$ cat config.mk
export PLATFORM = sky130hd
export DESIGN_NAME = tdg_gather
export DESIGN_NICKNAME = d
export VERILOG_FILES = /design/src/rtl/tdg_pkg.sv /design/src/rtl/tdg_desc_store.sv /design/src/rtl/tdg_entry_unpack.sv /design/src/rtl/tdg_seq_ctrl.sv /design/src/rtl/tdg_gather.sv
export SDC_FILE = /design/constraint.sdc
export NUM_CORES = 1
export LEC_CHECK = 0
export BUFFER_PORTS_ARGS = -buffer_cell sky130_fd_sc_hd__buf_2
export CORE_ASPECT_RATIO = 1.4
export CORE_UTILIZATION = 39
export CTS_BUF_LIST = sky130_fd_sc_hd__clkbuf_8
export CTS_CLUSTER_SIZE = 25
export DETAILED_ROUTE_END_ITERATION = 10
export PLACE_DENSITY = 0.58
export SLEW_MARGIN = 20
export SYNTH_ARGS = -nofsm -noshare
export SYNTH_HDL_FRONTEND = slang
export SYNTH_SLANG_ARGS = --single-unit
$ cat constraint.sdc
create_clock -name clk -period 6.8 [get_ports clk]
set_clock_uncertainty 0.2 [all_clocks]
set_input_delay 0.34 -clock clk [delete_from_list [all_inputs] [get_ports clk]]
set_output_delay 0.34 -clock clk [all_outputs]
set_load 0.01 [all_outputs]
$ cat src/rtl/tdg_pkg.sv
package tdg_pkg;
  localparam int ADDR_W  = 36;
  localparam int LEN_W   = 12;
  localparam int WORD_W  = 32;
  localparam int CNT_W   = 5;
  localparam int CNT_LSB = 24;

  typedef enum logic [2:0] {
    ST_IDLE,
    ST_LOAD,
    ST_CHECK,
    ST_REQ,
    ST_DONE
  } seq_state_e;

  typedef struct packed {
    logic [ADDR_W-1:0] addr;
    logic [LEN_W-1:0]  len;
  } buf_ent_t;
endpackage

$ cat src/rtl/tdg_desc_store.sv
module tdg_desc_store
  import tdg_pkg::*;
#(
  parameter int DWORDS = 32
) (
  input  logic              clk,
  input  logic              rst_n,
  input  logic              clr,
  input  logic              wr_en,
  input  logic [WORD_W-1:0] wr_data,
  output logic              full,
  output logic [WORD_W-1:0] words [DWORDS]
);
  localparam int IW = $clog2(DWORDS);
  localparam int CW = IW + 1;

  logic [CW-1:0]     cnt_q, cnt_d;
  logic [WORD_W-1:0] mem_q [DWORDS];

  always_comb begin
    cnt_d = cnt_q;
    if (clr)        cnt_d = '0;
    else if (wr_en) cnt_d = cnt_q + 1'b1;
  end

  always_ff @(posedge clk or negedge rst_n) begin
    if (!rst_n) cnt_q <= '0;
    else        cnt_q <= cnt_d;
  end

  // Data storage carries no reset; it is always fully written before use.
  always_ff @(posedge clk) begin
    if (wr_en) mem_q[cnt_q[IW-1:0]] <= wr_data;
  end

  assign full  = (cnt_q == CW'(DWORDS));
  assign words = mem_q;
endmodule

$ cat src/rtl/tdg_entry_unpack.sv
module tdg_entry_unpack
  import tdg_pkg::*;
#(
  parameter int ENTRIES = 20,
  parameter int DWORDS  = 32,
  parameter int SEL_W   = 5
) (
  input  logic [WORD_W-1:0] words [DWORDS],
  input  logic [SEL_W-1:0]  sel,
  output logic [CNT_W-1:0]  count,
  output buf_ent_t          ent
);
  buf_ent_t ent_all [ENTRIES];

  assign count = words[0][CNT_LSB +: CNT_W];

  // Entry g begins at byte 4+6g: even entries are dword aligned,
  // odd entries begin in the upper halfword of a dword.
  for (genvar g = 0; g < ENTRIES; g++) begin : g_ent
    localparam int BOFF = 4 + 6 * g;
    localparam int WI   = BOFF / 4;
    logic [31:0] lo;
    logic [15:0] hi;
    if ((BOFF % 4) == 0) begin : g_al
      assign lo = words[WI];
      assign hi = words[WI+1][15:0];
    end else begin : g_mis
      assign lo = {words[WI+1][15:0], words[WI][31:16]};
      assign hi = words[WI+1][31:16];
    end
    assign ent_all[g].addr = {hi[3:0], lo};
    assign ent_all[g].len  = hi[15:4];
  end

  assign ent = ent_all[sel];
endmodule

$ cat src/rtl/tdg_seq_ctrl.sv
module tdg_seq_ctrl
  import tdg_pkg::*;
#(
  parameter int ENTRIES   = 20,
  parameter int LEN_MAX   = 4092,
  parameter int FRAME_MAX = 8192,
  parameter int SEL_W     = 5,
  parameter int TOT_W     = 17
) (
  input  logic             clk,
  input  logic             rst_n,
  input  logic             start,
  input  logic             full,
  input  logic [CNT_W-1:0] count,
  input  logic [LEN_W-1:0] ent_len,
  input  logic             req_ready,
  output logic             busy,
  output logic             take,
  output logic             load_en,
  output logic [SEL_W-1:0] sel,
  output logic             req_valid,
  output logic             done,
  output logic             err_count,
  output logic             err_len,
  output logic             err_size
);
  seq_state_e       st_q, st_d;
  logic [SEL_W-1:0] sel_q, sel_d;
  logic [TOT_W-1:0] tot_q, tot_d, tot_sum;
  logic             ec_q, ec_d, el_q, el_d, es_q, es_d;
  logic             cnt_bad, len_bad, size_bad, last, fire;

  assign cnt_bad  = (count == '0) || (int'(count) > ENTRIES);
  assign len_bad  = (ent_len == '0) || (ent_len > LEN_W'(LEN_MAX));
  assign tot_sum  = tot_q + TOT_W'(ent_len);
  assign size_bad = (tot_sum > TOT_W'(FRAME_MAX));
  assign last     = ((int'(sel_q) + 1) == int'(count));
  assign fire     = (st_q == ST_REQ) && req_ready;
  assign take     = (st_q == ST_IDLE) && start;

  always_comb begin
    st_d  = st_q;
    sel_d = sel_q;
    tot_d = tot_q;
    ec_d  = ec_q;
    el_d  = el_q;
    es_d  = es_q;
    case (st_q)
      ST_IDLE: if (start) begin
        st_d = ST_LOAD;
        ec_d = 1'b0;
        el_d = 1'b0;
        es_d = 1'b0;
      end
      ST_LOAD: if (full) st_d = ST_CHECK;
      ST_CHECK: begin
        sel_d = '0;
        tot_d = '0;
        if (cnt_bad) begin
          ec_d = 1'b1;
          st_d = ST_DONE;
        end else begin
          st_d = ST_REQ;
        end
      end
      ST_REQ: if (fire) begin
        tot_d = tot_sum;
        el_d  = len_bad;
        es_d  = size_bad;
        if (len_bad || size_bad || last) st_d = ST_DONE;
        else sel_d = sel_q + 1'b1;
      end
      ST_DONE: st_d = ST_IDLE;
      default: st_d = ST_IDLE;
    endcase
  end

  always_ff @(posedge clk or negedge rst_n) begin
    if (!rst_n) begin
      st_q  <= ST_IDLE;
      sel_q <= '0;
      tot_q <= '0;
      ec_q  <= 1'b0;
      el_q  <= 1'b0;
      es_q  <= 1'b0;
    end else begin
      st_q  <= st_d;
      sel_q <= sel_d;
      tot_q <= tot_d;
      ec_q  <= ec_d;
      el_q  <= el_d;
      es_q  <= es_d;
    end
  end

  assign busy      = (st_q != ST_IDLE);
  assign load_en   = (st_q == ST_LOAD) && !full;
  assign sel       = sel_q;
  assign req_valid = (st_q == ST_REQ);
  assign done      = (st_q == ST_DONE);
  assign err_count = ec_q;
  assign err_len   = el_q;
  assign err_size  = es_q;
endmodule

$ cat src/rtl/tdg_gather.sv
module tdg_gather
  import tdg_pkg::*;
#(
  parameter int ENTRIES   = 20,
  parameter int DWORDS    = 32,
  parameter int BASE_W    = 28,
  parameter int IDX_W     = 8,
  parameter int LEN_MAX   = 4092,
  parameter int FRAME_MAX = 8192
) (
  input  logic              clk,
  input  logic              rst_n,
  input  logic              start,
  input  logic [BASE_W-1:0] ring_base,
  input  logic [IDX_W-1:0]  ring_idx,
  output logic              busy,
  output logic [35:0]       desc_addr,
  input  logic              dw_valid,
  output logic              dw_ready,
  input  logic [31:0]       dw_data,
  output logic              req_valid,
  input  logic              req_ready,
  output logic [35:0]       req_addr,
  output logic [11:0]       req_len,
  output logic              done,
  output logic              err_count,
  output logic              err_len,
  output logic              err_size
);
  localparam int SEL_W      = $clog2(ENTRIES);
  localparam int TOT_W      = $clog2(ENTRIES * (2 ** LEN_W)) + 1;
  localparam int BASE_SHIFT = ADDR_W - BASE_W;
  localparam int DESC_SHIFT = $clog2(DWORDS * 4);

  logic              take, load_en, full;
  logic [SEL_W-1:0]  sel;
  logic [CNT_W-1:0]  count;
  buf_ent_t          ent;
  logic [WORD_W-1:0] words [DWORDS];
  logic [ADDR_W-1:0] daddr_q, daddr_d;

  always_comb begin
    daddr_d = daddr_q;
    if (take) daddr_d = {ring_base, BASE_SHIFT'(0)} + (ADDR_W'(ring_idx) << DESC_SHIFT);
  end

  always_ff @(posedge clk or negedge rst_n) begin
    if (!rst_n) daddr_q <= '0;
    else        daddr_q <= daddr_d;
  end

  tdg_desc_store #(.DWORDS(DWORDS)) u_store (
    .clk     (clk),
    .rst_n   (rst_n),
    .clr     (take),
    .wr_en   (dw_valid && load_en),
    .wr_data (dw_data),
    .full    (full),
    .words   (words)
  );

  tdg_entry_unpack #(.ENTRIES(ENTRIES), .DWORDS(DWORDS), .SEL_W(SEL_W)) u_unpack (
    .words (words),
    .sel   (sel),
    .count (count),
    .ent   (ent)
  );

  tdg_seq_ctrl #(
    .ENTRIES(ENTRIES), .LEN_MAX(LEN_MAX), .FRAME_MAX(FRAME_MAX),
    .SEL_W(SEL_W), .TOT_W(TOT_W)
  ) u_ctrl (
    .clk       (clk),
    .rst_n     (rst_n),
    .start     (start),
    .full      (full),
    .count     (count),
    .ent_len   (ent.len),
    .req_ready (req_ready),
    .busy      (busy),
    .take      (take),
    .load_en   (load_en),
    .sel       (sel),
    .req_valid (req_valid),
    .done      (done),
    .err_count (err_count),
    .err_len   (err_len),
    .err_size  (err_size)
  );

  assign desc_addr = daddr_q;
  assign dw_ready  = load_en;
  assign req_addr  = ent.addr;
  assign req_len   = ent.len;
endmodule

# After elaboration in Yosys (flattened, before gate mapping)

Cells that the tools add are included.

Bits in registers: 1095
Output and inout port bits: 91

Add/subtract/negate cells: 5
Magnitude comparators: 6
Eq/ne operators: 12
Muxes and demuxes: 26
Bitwise operators: 2
Reductions and logical operators: 23

Operators with widths:

| operator             | count |
|---|---|
| $bwmux 1024          | 1 |
| $bmux 48 s5          | 1 |
| $demux 32 s5         | 1 |
| $mux 48              | 2 |
| $add 36x15->36       | 1 |
| $pmux 18 s2          | 1 |
| $eq 32x6->1          | 1 |
| $mux 32              | 1 |
| $add 18x12->18       | 1 |
| $gt 18x14->1 const B | 1 |
| $mux 18              | 1 |
| $mux 3               | 5 |
| $ge 6x6->1 const B   | 2 |
| $gt 12x12->1 const B | 1 |
| $logic_not 12->1     | 1 |
| $mux 6               | 2 |
| $not 5->6            | 2 |
| $pmux 3 s4           | 1 |
| $mux 5               | 2 |
| $pmux 5 s2           | 1 |
| $reduce_and 3->1     | 3 |
| $ne 2x1->1 const B   | 4 |
| $reduce_bool 2->1    | 4 |
| $add 5x1->6 const B  | 1 |
| other kinds (19)     | 33 |

# Depth between registers and ports, before layout

Gate-level depths: netlist of run 1.

Depth in word-level cells: 11
Gate-level depth with buffers: 19

# Cells and area by module

From an unflattened synthesis of run 1, not the netlist that was laid out.

Cells, all modules: 2295
Area total of the unflattened synthesis: 43409.1 µm²

Modules (own cells, without submodules):

| module           | times used | cells each | area each (µm²) |
|---|---|---|---|
| tdg_desc_store   | 1          | 1105       | 31316.3 |
| tdg_entry_unpack | 1          | 731        | 7902.6 |
| tdg_seq_ctrl     | 1          | 258        | 2259.7 |
| tdg_gather       | 1          | 201        | 1930.6 |

# Worst setup path before layout of run 1

Ideal clock, no wire load.

Path kind: register -> register
Start point: register u_ctrl.sel_q[0], in the netlist u_ctrl.sel[0]
End point: register u_ctrl.sel_q[3], in the netlist u_ctrl.sel[3]
Setup time: 70 ps
Arrival time: 5740 ps
Required time: 6530 ps
Slack: 789 ps
Stages on the path, launching flop included: 19
Path through: dfrtp_1 -> buf_2 -> buf_2 -> buf_2 -> mux4_2 -> mux2_2 -> nand2_1 -> o311ai_0 -> fa_1 -> a21o_1 -> and3_1 -> or3_1 -> a211o_1 -> or4b_1 -> o41ai_2 -> or4b_1 -> clkbuf_2 -> or4_1 -> nand3_1

Longest elaborated chain between the ends: 10
Elaborated cells on any way between the ends: 19
Classes of those cells: add/sub (3); order compare (2); eq/ne (2); mux (6); bitwise (1); reduce/logical (5)

Ends and longest elaborated chain:

| what                                                    | RTL line                               | text |
|---|---|---|
| from (decl)                                             | tdg_seq_ctrl.sv:28                     | `logic [SEL_W-1:0] sel_q, sel_d;` |
| from (signal assigned)                                  | tdg_seq_ctrl.sv:88                     | `sel_q <= sel_d;` |
| $not 5->6 (not written as such) *                       | tdg_entry_unpack.sv:35                 | `assign ent = ent_all[sel];` |
| $bmux 48 s5 *                                           | tdg_entry_unpack.sv:35                 |  |
| $mux 48 (not written as such) * (2 in series)           | tdg_entry_unpack.sv:35                 |  |
| net req_len[1]                                          | tdg_gather.sv:24                       | `output logic [11:0] req_len,` |
| $add 18x12->18, or another cell as far along            | tdg_seq_ctrl.sv:35                     | `assign tot_sum = tot_q + TOT_W'(ent_len);` |
| $gt 18x14->1 / $logic_or 1x1->1 (equally long branches) | tdg_seq_ctrl.sv:36, tdg_seq_ctrl.sv:34 |  |
| $logic_or 1x1->1 * (2 in series)                        | tdg_seq_ctrl.sv:70                     | `if (len_bad \|\| size_bad \|\| last) st_d = ST_DONE;` |
| $ne 2x2->1 (no line) *                                  | --                                     |  |
| $reduce_and 3->1 (no line) *                            | --                                     |  |

The timed path passes the listed nets; every way through them passes the cells marked *. The select of a mux whose other input is x is not followed.
A chain may end at the register's enable or synchronous reset.

# Worst setup path in the final report of run 1

Start point: register u_ctrl.sel_q[0], in the netlist u_ctrl.sel[0]
End point: register u_ctrl.sel_q[3], in the netlist u_ctrl.sel[3]

Longest elaborated chain between the ends: 10
Elaborated cells on any way between the ends: 19
Classes of those cells: add/sub (3); order compare (2); eq/ne (2); mux (6); bitwise (1); reduce/logical (5)

Ends and longest elaborated chain:

| what                                                    | RTL line |
|---|---|
| $not 5->6 (not written as such)                         | tdg_entry_unpack.sv:35 |
| $bmux 48 s5                                             | tdg_entry_unpack.sv:35 |
| $mux 48 (not written as such) (2 in series)             | tdg_entry_unpack.sv:35 |
| $add 18x12->18, or another cell as far along            | tdg_seq_ctrl.sv:35 |
| $gt 18x14->1 / $logic_or 1x1->1 (equally long branches) | tdg_seq_ctrl.sv:36, tdg_seq_ctrl.sv:34 |
| $logic_or 1x1->1 (2 in series)                          | tdg_seq_ctrl.sv:70 |
| $ne 2x2->1 (no line)                                    | -- |
| $reduce_and 3->1 (no line)                              | -- |

Parallel ways exist; a longest one is shown, timed or not. The select of a mux whose other input is x is not followed.

==> flow_summary.yaml, run 1 <==
status:
  status: "complete, no violations"
synth:
  yosysWarnings: 0
  synth-main-ff-cell: "edfxtp_1"
  seq_area_frac_synth_pct: 74.7
  yosys-top-cells-area: "edfxtp_1 (71%), mux4_2 (14%), dfrtp_1 (3.9%)"
  synth.most_common_cell: "edfxtp_1"
  synth_top_area_share_pct: 70.8
  netlist_top_cells_count: "edfxtp_1 (965), mux4_2 (259), nand2_1 (134)"
  synth_cell_types: 68
  synth_enable_flop_cells: 965
  synthesis.area_um2: 40900
  ys_seq_elements: 1029
  yosysTopAreaCell: "edfxtp_1"
  synth_area_per_cell_um2: 19.8
  syn-instance-count: 2067
  async_flop_share_pct: 6.22
grt:
  grt_max_degree: 67
  grt_pass1_wl_um: 161000
  grt_overflow: 0
  antenna_found_initial: 1
  grt_pass1_vias: 23100
  gr-usage-all-layers_pct: 21.4
pwr:
  p_per_area_nw_per_um2: 344
  p_switching_w: 0.00500
  swShare_pct: 30.5
  ir_drop_mv: 0.193
  seqPwrFrac_pct: 44.5
  p_int_w: 0.0114
  p_leak_nw: 15.6
  comb_power_share_pct: 26.4
  power_frac_clock_pct: 29.1
min_path:
  hp-class: "in -> async"
placed_design:
  dp_hpwl_um: 64300
  place_area_um2: 43800
  gp_congestion: 0.873
  portBuffers: 156
worst_setup_path:
  path_delay_family: "simple AND/OR/NAND/NOR gates"
  crit_buf_inv: 1
  worstPathRequired_ns: 7.35
  critPathSlowestCell: "dfrtp_4"
  crit_path_max_incr_delay_ns: 0.74
  critPathArrivalTime_ns: 6.99
  path_cells: "buf_12, mux4_2, mux2i_1, nor2_1, a221o_1, ha_1, a2111oi_0, o21ai_0, nand2_1, xnor2_1, or4b_1, o41ai_2, or4b_1, or4_1, nand3_1"
  cp-end-kind: "flip-flop"
  path_common_cell: "or4b_1"
  critPathKind: "reg -> reg"
  crit_cells: 15
  r2r_start: "u_ctrl.sel[0]$_DFFE_PN0P_"
  reg2reg_slack_ns: 0.36
  reg2regPathDepth: 15
  worstReg2RegEnd: "u_ctrl.sel[3]$_DFFE_PN0P_"
  start_kind: "flip-flop"
  critPathMaxFanout: 53
timing:
  maxSlewViolCount: 0
  finalSetupViolCount: 0
  relSlewSlack_pct: 28.0
  min_period_ns: 6.44
  fmax_ghz: 0.155
  hold_viol: 0
  hold_slack_ns: 0.0566
  rsz0062_at_grt: "no"
  finalCritPeriodShare_pct: 94.7
  fin_tns_setup_ns: 0
  worst_slew_pin_slew_ns: 1.08
clock_tree:
  clkSlewWorstSetupHoldPaths_ns: 0.06
  tritoncts: "yes"
  cts.sinks: 1029
  clock_path_buffers: 3
  post-cts-setup-buffers: 0
  cts-root-buf: "clkbuf_8"
  clock_latency_ns: 0.84
  cts.htree.levels: 4
  cts_buffers: 154
final_layout:
  final_util_pct: 45.8
  fin_nets: 2536
  area_growth_pct: 16.3
  drive_above_1_share_pct: 29.0
  stdcell_area_um2: 47600
route:
  wl_um: 113000
  vias: 21800
  first_iter_violations: 1623
  wire_per_inst_um: 28.8
  via_per_inst: 5.58
  route.detailed.drc: 0
  ant_nets: 0
  dr.pass1.iters: 6
floorplanning:
  die_height_um: 385
  ios: 164
  die_area_um2: 106000
  core.rowCount: 140
  design.core.area_um2: 104000
  initial_core_util_pct: 39.4
  die_w_um: 276
run:
  drv_cap: 0
-- worst min-delay path, stage by stage --
cell	delay, ns
dlygate4sd3_1	0.52
buf_2	0.10
buf_4	0.68
-- how the worst max path moves through the flow --
stage | start | endpoint | slack (ns)
after global routing | u_ctrl.sel[0]$_DFFE_PN0P_ | u_ctrl.sel[3]$_DFFE_PN0P_ | 0.09
after CTS | u_ctrl.sel[0]$_DFFE_PN0P_ | u_ctrl.sel[3]$_DFFE_PN0P_ | 0.50
final | u_ctrl.sel[0]$_DFFE_PN0P_ | u_ctrl.sel[3]$_DFFE_PN0P_ | 0.36
after global placement | u_ctrl.sel[0]$_DFFE_PN0P_ | u_ctrl.sel[3]$_DFFE_PN0P_ | 0.71
after floorplan | u_ctrl.sel[0]$_DFFE_PN0P_ | u_ctrl.sel[3]$_DFFE_PN0P_ | 0.79
after detailed placement | u_ctrl.sel[0]$_DFFE_PN0P_ | u_ctrl.sel[3]$_DFFE_PN0P_ | 0.51
-- flip-flops by register name, indices dropped and copies added, names as in the netlist --
signal / cells
u_store.words: 965
desc_addr: 29
u_ctrl.tot_q: 18
u_store.cnt_q: 6
u_ctrl.sel: 5
u_ctrl.st_q: 3
u_ctrl.err_count: 1
u_ctrl.err_len: 1
u_ctrl.err_size: 1
-- power groups by stage --
stage	combinational, W	sequential [W]	clock (W)
3_5_place_dp	0.00433	0.00742	0
5_1_grt	0.00468	0.00731	0.00512
3_3_place_gp	0.00427	0.00741	0
2_1_floorplan	0.00290	0.00733	0
6_report	0.00433	0.00729	0.00477
4_1_cts	0.00440	0.00729	0.00489
-- per-layer routing --
layer	up-vias	share of wire [%]	global-route usage, %
met4	0	2.5	6.94
met1	11600	40	27.0
met2	821	52	37.1
met5	-	0	0
met3	176	5.6	3.67
li1	9171	-	-
-- stage by stage --
stage	cells	power [W]	setup WS, ns
2_1_floorplan	2073	0.0102	0.789
3_3_place_gp	3530	0.0117	0.709
3_5_place_dp	3531	0.0117	0.513
4_1_cts	3909	0.0166	0.497
5_1_grt	3911	0.0171	0.0884
6_report	3911	0.0164	0.357
-- cells in the final DEF (no fill, tap or decap), types with 39 or more instances in the layout --
master	count
o21ai_0	88
buf_4	60
edfxtp_1	965
dlygate4sd3_1	98
nor2_1	39
clkbuf_8	157
mux4_2	259
dfrtp_1	59
buf_2	156
nand2_1	134
inv_1	107
-- cell families (layout without fill, tap and decap cells) --
logic type	count (synthesis)	in the layout	share of synthesized area, %
AOI/OAI and AO/OA	203	203	3.24
xor gates and xnor gates	45	45	0.963
adders and majority gates	26	26	0.831
buffers and inverters	166	654	1.63
DFF	1029	1029	74.7
muxes	302	302	15.4
other	1	8	0.00916
and+or+nand+nor	295	295	3.29
-- cell type report --
class	instances	area [um^2]
Antenna cell	1	2.50
Clock buffer	157	2160
Clock inverter	123	687
Fill cell	8824	56400
Inverter	55	206
Multi-Input combinational cell	878	9960
Sequential cell	1029	30600
Tap cell	1349	1690
Timing Repair Buffer	319	2320
-- repair_timing --
| item | 4_1_cts | 5_1_grt |
|---|---|---|
| resized for setup | 0 | 0 |
| hold endpoints to repair | 1090 | 0 |
| hold buffers | 98 | 0 |
| setup endpoints to repair | 0 | 0 |
Power figures use the tool's default switching activity.
==> run 2: changes to the inputs <==
--- a/config.mk
+++ b/config.mk
@@ -8,7 +8,7 @@
 export BUFFER_PORTS_ARGS = -buffer_cell sky130_fd_sc_hd__buf_2
 export CORE_ASPECT_RATIO = 1.4
 export CORE_UTILIZATION = 39
-export CTS_BUF_LIST = sky130_fd_sc_hd__clkbuf_8
+export CTS_BUF_LIST = sky130_fd_sc_hd__clkbuf_4 sky130_fd_sc_hd__clkbuf_8
 export CTS_CLUSTER_SIZE = 25
 export DETAILED_ROUTE_END_ITERATION = 10
 export PLACE_DENSITY = 0.58
==> run 2 against run 1 <==
Effect of this change:
- register-to-register slack gained 0.11 ns
- critical path depth is the same
- hold slack gained 0.0021 ns
- sequential share of layout area shrank 0.26 points
- setup slack gained 0.11 ns
- clock-buffer cell count grew 52
- non-clock buffer count is the same
- cell area grew 0.41%
- core utilization grew 0.19 points
==> flow_summary.yaml, run 2 (synthesis gave the netlist of run 1 again) <==
status:
  status: "complete, no violations"
clock_tree:
  tritoncts: "yes"
  cts-root-buf: "clkbuf_8"
  clock_latency_ns: 0.84
  cts.sinks: 1029
  clock_path_buffers: 3
  clkSlewWorstSetupHoldPaths_ns: 0.06
  cts.htree.levels: 4
  cts_buffers: 154
worst_setup_path:
  cp-end-kind: "flip-flop"
  critPathArrivalTime_ns: 6.88
  startpoint: "u_ctrl.sel[0]$_DFFE_PN0P_"
  worstPathRequired_ns: 7.35
  critPathMaxFanout: 53
  start_kind: "flip-flop"
  reg2reg_slack_ns: 0.47
  critPathKind: "reg -> reg"
  worstReg2RegEnd: "u_ctrl.sel[3]$_DFFE_PN0P_"
  reg2regPathDepth: 15
  r2r_start: "u_ctrl.sel[0]$_DFFE_PN0P_"
floorplanning:
  die_height_um: 385
  core.rowCount: 140
  design.core.area_um2: 104000
  ios: 164
  die_area_um2: 106000
  die_w_um: 276
  initial_core_util_pct: 39.4
final_layout:
  final_common_cell: "edfxtp_1"
  nFillCells: 8809
  fin_nets: 2536
  layout_common_cells: "edfxtp_1 (965), mux4_2 (259), clkbuf_8 (157)"
  largest_reg_flops: 965
  drive_above_1_share_pct: 31.0
  seqCellArea_um2: 30600
  area_growth_pct: 16.8
  multi_input_area_um2: 9960
  final_util_pct: 46.0
grt:
  grt_max_degree: 67
  gr-usage-all-layers_pct: 21.4
  antenna_found_initial: 1
  grt_pass1_vias: 23100
  grt_use_met3_pct: 3.62
  use_met1_pct: 27.1
  grt_overflow: 0
  grt-busiest-layer: "met2"
  met2_usage_pct: 37.1
  grt_pass1_wl_um: 161000
pwr:
  p_per_area_nw_per_um2: 349
  swShare_pct: 29.9
  power_frac_clock_pct: 30.3
  power_w: 0.0167
  seqPwrFrac_pct: 43.7
  ir_drop_mv: 0.195
  p_switching_w: 0.00499
  comb_power_share_pct: 26.0
  p_int_w: 0.0117
  p_leak_nw: 15.6
timing:
  maxSlewViolCount: 0
  rsz0062_at_grt: "no"
  relSlewSlack_pct: 28.4
  finalCritPeriodShare_pct: 93.1
  worst_slew_pin_slew_ns: 1.07
  fmax_ghz: 0.158
  hold_viol: 0
  finalSetupViolCount: 0
  fin_tns_setup_ns: 0
  min_period_ns: 6.33
route:
  ant_nets: 0
  first_iter_violations: 1798
  vias: 21800
  route.detailed.drc: 0
  via_per_inst: 5.58
  dr.pass1.iters: 5
  wl_um: 112000
  wire_per_inst_um: 28.7
run:
  drv_cap: 0
placed_design:
  gp_congestion: 0.873
  portBuffers: 156
  dp_hpwl_um: 64300
min_path:
  hp-class: "in -> async"
## run 2: changes by cell type in the layout (fill, tap and decap cells not counted)
cell	delta
inv_1	-52
clkbuf_4	+52
## run 2: worst max-delay path: stages, from the launching register on
cell and delay [ns]:
dfrtp_4 0.75, buf_12 0.42, mux4_2 0.56, mux2i_1 0.20, nor2_1 0.06, a221o_1 0.37
ha_1 0.46, a2111oi_0 0.47, o21ai_0 0.35, nand2_1 0.18, xnor2_1 0.10, or4b_1 0.56
o41ai_2 0.33, or4b_1 0.60, or4_1 0.51, nand3_1 0.09
## run 2: power by group through the flow
stage | clock, W | sequential (W) | combinational, W
after floorplan | 0 | 0.00733 | 0.00290
after global placement | 0 | 0.00741 | 0.00427
after detailed placement | 0 | 0.00742 | 0.00433
after CTS | 0.00517 | 0.00729 | 0.00440
after global routing | 0.00540 | 0.00731 | 0.00468
final | 0.00505 | 0.00729 | 0.00433
## run 2: worst max-delay path by stage
stage,slack (ns),end,depth (start not counted)
after floorplan,0.79,u_ctrl.sel[3]$_DFFE_PN0P_,18
after global placement,0.71,u_ctrl.sel[3]$_DFFE_PN0P_,15
after detailed placement,0.51,u_ctrl.sel[3]$_DFFE_PN0P_,15
after CTS,0.50,u_ctrl.sel[3]$_DFFE_PN0P_,15
after global routing,0.09,u_ctrl.sel[3]$_DFFE_PN0P_,15
final,0.47,u_ctrl.sel[3]$_DFFE_PN0P_,15
## run 2: cell type report
type	count	area share (%)
clock buffer	209	5.34
inverter	55	0.432
clock inverter	71	1.03
tap	1349	3.53
timing repair buffer	319	4.85
sequential	1029	64.0
multi-input combinational	878	20.8
antenna	1	0.00523
## run 2: per-layer routing
layer / share of wire (%) / vias up / wire length (um)
li1: - / 9173 / -
met1: 40 / 11700 / 44700
met2: 52 / 799 / 58800
met3: 5.4 / 185 / 6100
met4: 2.5 / 0 / 2820
met5: 0 / - / 0
## run 2: metrics by stage
| stage | hold slack, ns | cells | instance area, um^2 | setup slack [ns] |
|---|---|---|---|---|
| finish | 0.0587 | 3911 | 47800 | 0.470 |
| detailed placement | 0.260 | 3531 | 43800 | 0.513 |
| CTS | 0.0107 | 3909 | 47800 | 0.497 |
| floorplan | -0.156 | 2073 | 41000 | 0.789 |
| global route | 0.104 | 3911 | 47800 | 0.0933 |
| global placement | 0.254 | 3530 | 43700 | 0.709 |
## run 2: repair_timing
action                    in CTS  in global routing
setup buffers                  0                  0
hold buffers                  98                  0
resized for setup              0                  0
hold endpoints to repair    1090                  0
